<file path="config.mk">
export PLATFORM = sky130hd
export DESIGN_NAME = alarm_irq_unit
export DESIGN_NICKNAME = d
export VERILOG_FILES = /design/src/rtl/aiu_pkg.sv /design/src/rtl/aiu_rst_sync.sv /design/src/rtl/aiu_alarm_cmp.sv /design/src/rtl/aiu_event_chan.sv /design/src/rtl/alarm_irq_unit.sv
export SDC_FILE = /design/constraint.sdc
export NUM_CORES = 1
export LEC_CHECK = 0
export BUFFER_PORTS_ARGS = -buffer_cell sky130_fd_sc_hd__buf_2
export CORE_UTILIZATION = 32
export CTS_BUF_LIST = sky130_fd_sc_hd__clkbuf_4
export CTS_CLUSTER_SIZE = 40
export DETAILED_ROUTE_END_ITERATION = 10
export PLACE_DENSITY = 0.8
export RECOVER_POWER = 50
export SYNTH_ARGS = -nofsm -noshare
export SYNTH_HDL_FRONTEND = slang
export SYNTH_SLANG_ARGS = --single-unit
export TNS_END_PERCENT = 5
</file>
<file path="constraint.sdc">
create_clock -name clk -period 1 [get_ports clk]
set_input_delay 0.1 -clock clk [delete_from_list [all_inputs] [get_ports clk]]
set_output_delay 0.1 -clock clk [all_outputs]
set_load 0.03 [all_outputs]
</file>
<file path="src/rtl/aiu_pkg.sv">
package aiu_pkg;
  localparam int SEC_W  = 7;
  localparam int MIN_W  = 7;
  localparam int HOUR_W = 7;
  localparam int PM_BIT = 6;
  localparam int DAY_W  = 6;
  localparam int MON_W  = 5;
  localparam int WDAY_W = 3;
  localparam int RNG_W  = 4;
  localparam int NSRC   = 2;
  localparam int SRC_PER = 0;
  localparam int SRC_ALM = 1;

  localparam logic [RNG_W-1:0] RNG_OFF   = 4'd0;
  localparam logic [RNG_W-1:0] RNG_S     = 4'd1;
  localparam logic [RNG_W-1:0] RNG_MS    = 4'd2;
  localparam logic [RNG_W-1:0] RNG_HMS   = 4'd3;
  localparam logic [RNG_W-1:0] RNG_DHMS  = 4'd4;
  localparam logic [RNG_W-1:0] RNG_MDHMS = 4'd5;
  localparam logic [RNG_W-1:0] RNG_WHMS  = 4'd6;

  typedef struct packed {
    logic [SEC_W-1:0]  sec;
    logic [MIN_W-1:0]  min;
    logic [HOUR_W-1:0] hour;
    logic [DAY_W-1:0]  day;
    logic [MON_W-1:0]  mon;
    logic [WDAY_W-1:0] wday;
  } cal_t;
endpackage

</file>
<file path="src/rtl/aiu_rst_sync.sv">
module aiu_rst_sync #(
  parameter int STAGES = 2
) (
  input  logic clk,
  input  logic rst_n,
  output logic rst_sync_n
);
  logic [STAGES-1:0] sh_q;

  always_ff @(posedge clk or negedge rst_n) begin
    if (!rst_n) sh_q <= '0;
    else        sh_q <= {sh_q[STAGES-2:0], 1'b1};
  end

  assign rst_sync_n = sh_q[STAGES-1];
endmodule

</file>
<file path="src/rtl/aiu_alarm_cmp.sv">
module aiu_alarm_cmp
  import aiu_pkg::*;
(
  input  logic             clk,
  input  logic             rst_n,
  input  logic             tick_i,
  input  cal_t             rt_i,
  input  cal_t             al_i,
  input  logic [RNG_W-1:0] range_i,
  input  logic             hour24_i,
  output logic             hit_o
);
  logic eq_s, eq_m, eq_h, eq_d, eq_mo, eq_w;
  logic match;

  always_comb begin
    eq_s  = (rt_i.sec == al_i.sec);
    eq_m  = (rt_i.min == al_i.min);
    eq_d  = (rt_i.day == al_i.day);
    eq_mo = (rt_i.mon == al_i.mon);
    eq_w  = (rt_i.wday == al_i.wday);
    if (hour24_i) eq_h = (rt_i.hour[PM_BIT-1:0] == al_i.hour[PM_BIT-1:0]);
    else          eq_h = (rt_i.hour == al_i.hour);
  end

  always_comb begin
    case (range_i)
      RNG_S:     match = eq_s;
      RNG_MS:    match = eq_s & eq_m;
      RNG_HMS:   match = eq_s & eq_m & eq_h;
      RNG_DHMS:  match = eq_s & eq_m & eq_h & eq_d;
      RNG_MDHMS: match = eq_s & eq_m & eq_h & eq_d & eq_mo;
      RNG_WHMS:  match = eq_s & eq_m & eq_h & eq_w;
      default:   match = 1'b0;
    endcase
  end

  assign hit_o = tick_i & match;


  no_tick_chk: assert property (@(posedge clk) disable iff (!rst_n)
    !tick_i |-> !hit_o);


  range_off_chk: assert property (@(posedge clk) disable iff (!rst_n)
    (range_i == RNG_OFF || range_i > RNG_WHMS) |-> !hit_o);
endmodule

</file>
<file path="src/rtl/aiu_event_chan.sv">
module aiu_event_chan (
  input  logic clk,
  input  logic rst_n,
  input  logic ev_i,
  input  logic mask_i,
  input  logic irq_mode_i,
  input  logic rd_i,
  input  logic wr0_i,
  input  logic ptick_i,
  output logic flag_o,
  output logic out_n_o
);
  logic flag_q, flag_d;
  logic pulse_q, pulse_d;

  always_comb begin
    flag_d = flag_q;
    if (ev_i)                     flag_d = 1'b1;
    else if (wr0_i)               flag_d = 1'b0;
    else if (rd_i && irq_mode_i)  flag_d = 1'b0;
  end

  always_comb begin
    pulse_d = pulse_q;
    if (ev_i)         pulse_d = 1'b1;
    else if (ptick_i) pulse_d = 1'b0;
  end

  always_ff @(posedge clk or negedge rst_n) begin
    if (!rst_n) begin
      flag_q  <= 1'b0;
      pulse_q <= 1'b0;
    end else begin
      flag_q  <= flag_d;
      pulse_q <= pulse_d;
    end
  end

  assign flag_o  = flag_q;
  assign out_n_o = ~(~mask_i & (irq_mode_i ? flag_q : pulse_q));


  ev_sets_chk: assert property (@(posedge clk) disable iff (!rst_n)
    ev_i |=> flag_q);


  rd_clr_chk: assert property (@(posedge clk) disable iff (!rst_n)
    (irq_mode_i && rd_i && !ev_i) |=> !flag_q);


  rd_keep_chk: assert property (@(posedge clk) disable iff (!rst_n)
    (!irq_mode_i && rd_i && !wr0_i && !ev_i && flag_q) |=> flag_q);


  pulse_end_chk: assert property (@(posedge clk) disable iff (!rst_n)
    (ptick_i && !ev_i) |=> !pulse_q);
endmodule

</file>
<file path="src/rtl/alarm_irq_unit.sv">
module alarm_irq_unit
  import aiu_pkg::*;
#(
  parameter int NCARRY = 8,
  localparam int CSEL_W = $clog2(NCARRY)
) (
  input  logic              clk,
  input  logic              rst_n,
  input  logic              tick_sec_i,
  input  logic              ptick_i,
  input  logic [NCARRY-1:0] carry_i,
  input  logic [CSEL_W-1:0] carry_sel_i,
  input  logic [6:0]        rt_sec_i,
  input  logic [6:0]        rt_min_i,
  input  logic [6:0]        rt_hour_i,
  input  logic [5:0]        rt_day_i,
  input  logic [4:0]        rt_mon_i,
  input  logic [2:0]        rt_wday_i,
  input  logic [6:0]        al_sec_i,
  input  logic [6:0]        al_min_i,
  input  logic [6:0]        al_hour_i,
  input  logic [5:0]        al_day_i,
  input  logic [4:0]        al_mon_i,
  input  logic [2:0]        al_wday_i,
  input  logic [3:0]        al_range_i,
  input  logic              hour24_i,
  input  logic              mask_per_i,
  input  logic              mask_alm_i,
  input  logic              irqmode_per_i,
  input  logic              irqmode_alm_i,
  input  logic              rd_per_i,
  input  logic              rd_alm_i,
  input  logic              wr_per_i,
  input  logic              wr_alm_i,
  input  logic              wr_data_i,
  output logic              flag_per_o,
  output logic              flag_alm_o,
  output logic              per_n_o,
  output logic              alm_n_o,
  output logic              irq_n_o
);
  logic rst_sync_n;
  cal_t rt_w, al_w;
  logic alm_hit, per_ev;
  logic [NSRC-1:0] ev_v, mask_v, mode_v, rd_v, wr0_v, flag_v, outn_v;

  aiu_rst_sync #(.STAGES(2)) u_rst (
    .clk(clk), .rst_n(rst_n), .rst_sync_n(rst_sync_n)
  );

  assign rt_w = '{sec: rt_sec_i, min: rt_min_i, hour: rt_hour_i,
                  day: rt_day_i, mon: rt_mon_i, wday: rt_wday_i};
  assign al_w = '{sec: al_sec_i, min: al_min_i, hour: al_hour_i,
                  day: al_day_i, mon: al_mon_i, wday: al_wday_i};

  aiu_alarm_cmp u_cmp (
    .clk(clk), .rst_n(rst_sync_n), .tick_i(tick_sec_i),
    .rt_i(rt_w), .al_i(al_w), .range_i(al_range_i),
    .hour24_i(hour24_i), .hit_o(alm_hit)
  );

  assign per_ev = carry_i[carry_sel_i];

  always_comb begin
    ev_v[SRC_PER]   = per_ev;
    ev_v[SRC_ALM]   = alm_hit;
    mask_v[SRC_PER] = mask_per_i;
    mask_v[SRC_ALM] = mask_alm_i;
    mode_v[SRC_PER] = irqmode_per_i;
    mode_v[SRC_ALM] = irqmode_alm_i;
    rd_v[SRC_PER]   = rd_per_i;
    rd_v[SRC_ALM]   = rd_alm_i;
    wr0_v[SRC_PER]  = wr_per_i & ~wr_data_i;
    wr0_v[SRC_ALM]  = wr_alm_i & ~wr_data_i;
  end

  for (genvar g = 0; g < NSRC; g++) begin : g_chan
    aiu_event_chan u_chan (
      .clk(clk), .rst_n(rst_sync_n), .ev_i(ev_v[g]), .mask_i(mask_v[g]),
      .irq_mode_i(mode_v[g]), .rd_i(rd_v[g]), .wr0_i(wr0_v[g]),
      .ptick_i(ptick_i), .flag_o(flag_v[g]), .out_n_o(outn_v[g])
    );
  end

  assign flag_per_o = flag_v[SRC_PER];
  assign flag_alm_o = flag_v[SRC_ALM];
  assign per_n_o    = outn_v[SRC_PER];
  assign alm_n_o    = outn_v[SRC_ALM];
  assign irq_n_o    = &outn_v;


  reset_quiet_chk: assert property (@(posedge clk)
    !rst_sync_n |=> (!flag_per_o && !flag_alm_o) || rst_sync_n);
endmodule

</file>
==> results of run 1 <==
==> worst max path at each step <==
stage	from	end	slack (ns)	cells past startpoint
2_1_floorplan	g_chan[1].u_chan.flag_o$_DFFE_PN0P_	irq_n_o	-0.12	3
3_3_place_gp	al_wday_i[0]	g_chan[1].u_chan.flag_o$_DFFE_PN0P_	-0.27	6
3_5_place_dp	al_wday_i[0]	g_chan[1].u_chan.pulse_q$_DFFE_PN0P_	-0.28	6
4_1_cts	g_chan[0].u_chan.flag_o$_DFFE_PN0P_	irq_n_o	-0.30	4
5_1_grt	g_chan[1].u_chan.flag_o$_DFFE_PN0P_	irq_n_o	-0.33	4
6_report	g_chan[0].u_chan.flag_o$_DFFE_PN0P_	irq_n_o	-0.30	4
==> stage by stage <==
stage                     hold slack (ns)  setup WS (ns)  power, W  cells
after detailed placement           -0.113         -0.281  0.000796    227
after global placement             -0.113         -0.272  0.000782    227
final                              0.0563         -0.299   0.00105    231
after floorplan                    -0.196         -0.118  0.000512     91
after CTS                          0.0519         -0.303   0.00106    231
after global routing               0.0679         -0.335   0.00114    231
==> worst max-delay path, stage by stage (launching register included) <==
cell and delay, ns:
dfrtp_2 0.40, mux2i_1 0.16, or2_4 0.14, and2_4 0.12, buf_6 0.12
==> cell usage in the layout, fill, tap and decap left out <==
master | netlist | routed
o211ai_1 | 1 | 1
nand2b_1 | 3 | 3
o32ai_1 | 1 | 1
inv_2 | 1 | 1
dfrtp_2 | 0 | 2
o22ai_2 | 0 | 1
mux2i_1 | 3 | 3
clkbuf_4 | 0 | 3
a21oi_1 | 1 | 1
buf_6 | 0 | 5
and3_1 | 1 | 1
nand2_1 | 6 | 6
o21ai_1 | 1 | 1
dfrtp_1 | 6 | 4
nand3b_1 | 1 | 1
xor2_1 | 9 | 9
inv_1 | 2 | 2
or2_4 | 0 | 2
o22a_1 | 1 | 1
nand4_1 | 6 | 6
o21ai_0 | 2 | 2
clkbuf_1 | 0 | 1
nor4_2 | 0 | 1
dlygate4sd3_1 | 0 | 1
mux4_2 | 2 | 2
and2_4 | 0 | 1
nor2_1 | 2 | 2
nand3_1 | 3 | 3
buf_2 | 0 | 97
o41ai_2 | 1 | 1
conb_1 | 1 | 1
nor3_1 | 1 | 1
or3_1 | 2 | 2
xnor2_1 | 27 | 27
buf_4 | 0 | 5
o22ai_1 | 3 | 2
==> cell type report <==
cell class,instances,area (sq um)
inverters,3,11.3
well taps,28,35.0
fillers,222,810
multi-input cells,82,652
repair buffers,109,593
flip-flops and latches,6,153
clock buffers,3,22.5
==> cell families (layout without fill, tap and decap cells) <==
logic type                count (synthesis)  in the layout
muxes                                     5              5
and+or+nand+nor                          29             29
xor gates and xnor gates                 36             36
other                                     1              1
buffers and inverters                     3            115
AOI/OAI and AO/OA                        11             11
DFF                                       6              6
==> metal layers <==
| metal | GRT usage | vias to the layer above | wire length (microns) |
|---|---|---|---|
| li1 | - | 547 | - |
| met1 | 0.148 | 466 | 773 |
| met2 | 0.385 | 57 | 1370 |
| met3 | 0.0526 | 6 | 196 |
| met4 | 0.0901 | 0 | 53 |
| met5 | 0 | - | 0 |
==> state kept, by name (all words and copies together), names as in the netlist <==
| name | flops |
|---|---|
| u_rst.sh_q | 2 |
| g_chan.u_chan.flag_o | 2 |
| g_chan.u_chan.pulse_q | 2 |
==> report_power, final <==
group,total [W],switching [W],internal [W]
clock network,0.000232,0.0000956,0.000136
registers,0.000270,0.0000101,0.000260
logic,0.000550,0.000223,0.000328
total,0.00105,0.000328,0.000724
==> what timing repair did <==
item                                   CTS  global route
endpoints found under the hold margin    2             0
resized for setup                        8             5
pin swaps                                2             0
setup endpoints to repair                7             7
setup buffers                            0             0
hold buffers                             1             0
==> metrics.yaml, run 1 <==
outcome: "finished with violations"
violations: "negative setup slack"
synth_top_family_by_area: "XOR/XNOR gates"
r2r_cells: 3
synth_seq_area_share: 0.189
vias_per_cell: 4.66
final_nets: 304
post-route-period-util: 1.30
maxCapViolCount: 0
syn_to_final_growth_pct: 84.9
synth.most_common_cell: "xnor2_1"
grt-ovfl-total: 0
cts_tree: "built"
placed_area_sq_um: 1390
rows: 17
grt_pass1_vias: 1035
crit_arrival_ns: 1.20
drt_iter0_drc: 8
worstSetupPathType: "reg2out"
clkLatencyLatePin_ns: 0.25
gp_congestion: 0.768
portBuffers: 103
cts_made_buffers: 3
core_area_sq_um: 2280
synthesis.area_sq_um: 793
wirelength_mm: 2.39
rrSetupSlack_ns: 0.21
peakVddDrop_mv: 0.481
drcViolationCount: 0
skew_ns: 0.00297
n_antenna_cell: 0
start_kind: "flip-flop"
path_clk_slew_ns: 0.05
finish.utilization: 0.644
synth_cell_types: 28
grt_max_degree: 8
yosys_warnings: 0
dr_total_vias: 1076
async_reset_ff_frac: 1.00
maxSlewViolCount: 0
period_minus_slack_ns: 1.30
cp_max_fo: 2
synth_compound_area_frac: 0.101
wl_per_cell_microns: 10.4
netlist.area_leader.share: 0.298
syn_nets: 190
cts_root_buf: "clkbuf_4"
synthSimpleGateAreaFrac: 0.199
die_w_microns: 51.8
io_pins: 104
drive_gt1_frac: 0.596
cp.required_ns: 0.90
r2r-end: "g_chan[1].u_chan.flag_o$_DFFE_PN0P_"
synth_cells: 91
synthMuxAreaShare: 0.0946
synth_commonest_cells: "xnor2_1 (27), xor2_1 (9), dfrtp_1 (6), nand2_1 (6), nand4_1 (6)"
yosysTopAreaCell: "xnor2_1"
finalSetupViolCount: 5
endpoint_kind: "output pin"
final-hold-violation-count: 0
synthFlopType: "dfrtp_1"
finalSetupTns_ns: -0.655
syn_avg_cell_area_sq_um: 8.72
min_path_type: "reg2async"
die_y_microns: 51.8
final_area_sq_um: 1470
die_area_sq_um: 2680
fin_ws_ns: -0.299
antenna_found_initial: 0
synth-edff-count: 0
place_hpwl_mm: 2.16
synthAdderAreaFrac: 0
ant_nets: 0
power_density_nw_per_um2: 718
cts_sinks: 6
fmax_mhz: 770
synth.area.top_cells: "xnor2_1 (30%), dfrtp_1 (19%), xor2_1 (9.9%)"
first_pass_iters: 4
h-tree-depth: 1
grt_pass1_wl_mm: 3.64
rsz0062_at_grt: "yes"
ys_ff_latch: 6
leakagePower_nw: 0.733
clockBufferDepth: 2
r2r-start: "g_chan[1].u_chan.flag_o$_DFFE_PN0P_"
synth_xor_area_frac: 0.397
initial_utilization: 0.349
grt_usage: 0.184
No activity file was read; power rests on OpenSTA's default activity.
==> run 2, diff against run 1 <==
--- a/config.mk
+++ b/config.mk
@@ -5,7 +5,7 @@
 export SDC_FILE = /design/constraint.sdc
 export NUM_CORES = 1
 export LEC_CHECK = 0
-export BUFFER_PORTS_ARGS = -buffer_cell sky130_fd_sc_hd__buf_2
+export BUFFER_PORTS_ARGS = -buffer_cell sky130_fd_sc_hd__clkbuf_2
 export CORE_UTILIZATION = 32
 export CTS_BUF_LIST = sky130_fd_sc_hd__clkbuf_4
 export CTS_CLUSTER_SIZE = 40
@@ -15,4 +15,3 @@
 export SYNTH_ARGS = -nofsm -noshare
 export SYNTH_HDL_FRONTEND = slang
 export SYNTH_SLANG_ARGS = --single-unit
-export TNS_END_PERCENT = 5
==> run 2 against run 1 <==
- the flow still finishes with violations (negative setup slack)
- die area is the same
- global-route usage down 0.43 points
- sequential cell count unchanged
- worst setup slack worse by 0.020 ns
- sequential share of layout area fell by 0.34 points
- routed wire length up 0.92%
- final area rose by 3.3%
- combinational power increased by 6.0%
- via count grew 0.19%
- critical path depth is the same
- register-to-register slack hardly changed
- total power rose by 2.2%
- highest routed layer is now met3
==> metrics.yaml, run 2 (same netlist as run 1, synthesis figures left out) <==
portBuffers: 103  # unchanged
die_w_microns: 51.8  # unchanged
grt-ovfl-total: 0  # unchanged
dr_total_vias: 1078  # +0.19%
start_kind: "flip-flop"
grt_pass1_wl_mm: 3.62  # -0.58%
syn_to_final_growth_pct: 91.0
gp_congestion: 0.757  # -1.5%
seq_power_share: 0.256  # about the same
endpoint_kind: "output pin"
cts_made_buffers: 3  # unchanged
switching_share: 0.303  # -0.00863
die_area_sq_um: 2680  # unchanged
nFillCells: 219  # -1.4%
cts_root_buf: "clkbuf_4"
drive_gt1_frac: 0.615  # +0.0186
skew_ns: 0.00304  # +0.0000684 ns
fmax_mhz: 758  # -1.5%
drcViolationCount: 0  # unchanged
wirelength_mm: 2.42  # +0.92%
wl_per_cell_microns: 10.4  # about the same
power_density_nw_per_um2: 710  # -1.0%
maxSlewViolCount: 0  # unchanged
n_antenna_cell: 0  # unchanged
maxCapViolCount: 0  # unchanged
p_comb_frac: 0.542  # +0.019
clockBufferDepth: 2  # unchanged
grt_max_degree: 8  # unchanged
clkLatencyLatePin_ns: 0.24  # about the same
die_y_microns: 51.8  # unchanged
leakagePower_nw: 0.774  # +5.6%
cts_tree: "built"
h-tree-depth: 1  # unchanged
period_minus_slack_ns: 1.32  # +0.0198 ns
rsz0062_at_grt: "yes"
internal_power_w: 0.000750  # +3.5%
crit_arrival_ns: 1.22  # +0.02 ns
final_common_cell: "clkbuf_2"
cp.required_ns: 0.90  # about the same
place_hpwl_mm: 2.20  # +1.9%
antenna_found_initial: 0  # unchanged
final-hold-violation-count: 0  # unchanged
fin_total_pwr_w: 0.00108  # +2.2%
cts_sinks: 6  # unchanged
final_nets: 306  # +0.66%
min_path_type: "reg2async"
drt_iter0_drc: 5  # -3
io_pins: 104  # unchanged
pwr-share-clk: 0.203  # -0.017
path_clk_slew_ns: 0.04  # about the same
finalSetupTns_ns: -0.790  # -0.135 ns
initial_utilization: 0.349  # unchanged
grt_pass1_vias: 1007  # -2.7%
layout_common_cells: "clkbuf_2 (97), xnor2_1 (27), xor2_1 (9)"
grt_usage: 0.179  # -0.00430
violations: "negative setup slack"
rows: 17  # unchanged
ant_nets: 0  # unchanged
switchingPower_w: 0.000326  # -0.58%
core_area_sq_um: 2280  # unchanged
cp_max_fo: 2  # unchanged
worstSetupPathType: "reg2out"
first_pass_iters: 4  # unchanged
fin_ws_ns: -0.319  # -0.0198 ns
vias_per_cell: 4.63  # -0.67%
outcome: "finished with violations"
peakVddDrop_mv: 0.558  # +16%
finalSetupViolCount: 4  # -1
post-route-period-util: 1.32  # +0.0198
## run 2: area by class of cell
class | count | area [sq um] | area share
Clock buffer | 3 | 22.5 | 0.0149
Inverter | 3 | 11.3 | 0.00743
Tap cell | 28 | 35.0 | 0.0231
Sequential cell | 6 | 153 | 0.101
Timing Repair Buffer | 111 | 634 | 0.419
Multi-Input combinational cell | 82 | 659 | 0.435
## run 2: per-stage QoR
step	util	cells	cell area (sq um)	setup WS [ns]	hold WS [ns]
6_report	0.666	233	1520	-0.319	0.0514
4_1_cts	0.644	232	1470	-0.302	0.0577
3_5_place_dp	0.615	228	1400	-0.286	-0.112
2_1_floorplan	-	91	803	-0.118	-0.196
3_3_place_gp	0.615	228	1400	-0.255	-0.113
5_1_grt	0.666	233	1520	-0.366	0.0629
## run 2: critical path: stages (launching register included)
cell     delay (ns)
dfrtp_2        0.42
mux2i_2        0.17
or2_4          0.15
and2_4         0.13
buf_8          0.11
## run 2: power by group through the flow
stage               Sequential, W  Clock [W]  Combinational (W)
finish                   0.000275   0.000218           0.000583
global route             0.000276   0.000234           0.000637
CTS                      0.000271   0.000221           0.000556
global placement         0.000272          0           0.000514
floorplan                0.000285          0           0.000228
detailed placement       0.000273          0           0.000526
## run 2: what timing repair did
| action | in CTS | in global routing |
|---|---|---|
| pin swaps | 1 | 4 |
| setup endpoints to repair | 7 | 7 |
| hold endpoints to repair | 2 | 0 |
| gates resized for setup | 9 | 13 |
| hold buffers | 1 | 0 |
| buffers inserted | 0 | 1 |
## run 2: metal layers
layer	vias to the layer above	wire, microns	global-route usage
li1	549	-	-
met1	475	772	0.161
met2	54	1460	0.405
met3	0	184	0.0263
met4	0	0	0.0270
met5	-	0	0
## run 2: worst paths after layout
kind                       slack [ns]                           startpoint  cells after the start                                    to
setup / recovery                -0.32  g_chan[0].u_chan.flag_o$_DFFE_PN0P_                      4                               irq_n_o
hold / removal                   0.05              u_rst.sh_q[1]$_DFF_PN0_                      0  g_chan[0].u_chan.pulse_q$_DFFE_PN0P_
max in group asynchronous        0.72                                rst_n                      2               u_rst.sh_q[0]$_DFF_PN0_
setup reg to reg                 0.22  g_chan[0].u_chan.flag_o$_DFFE_PN0P_                      3   g_chan[0].u_chan.flag_o$_DFFE_PN0P_
hold reg to reg                  0.05              u_rst.sh_q[1]$_DFF_PN0_                      0  g_chan[0].u_chan.pulse_q$_DFFE_PN0P_
min in group clk                 0.07                              ptick_i                      2  g_chan[1].u_chan.pulse_q$_DFFE_PN0P_
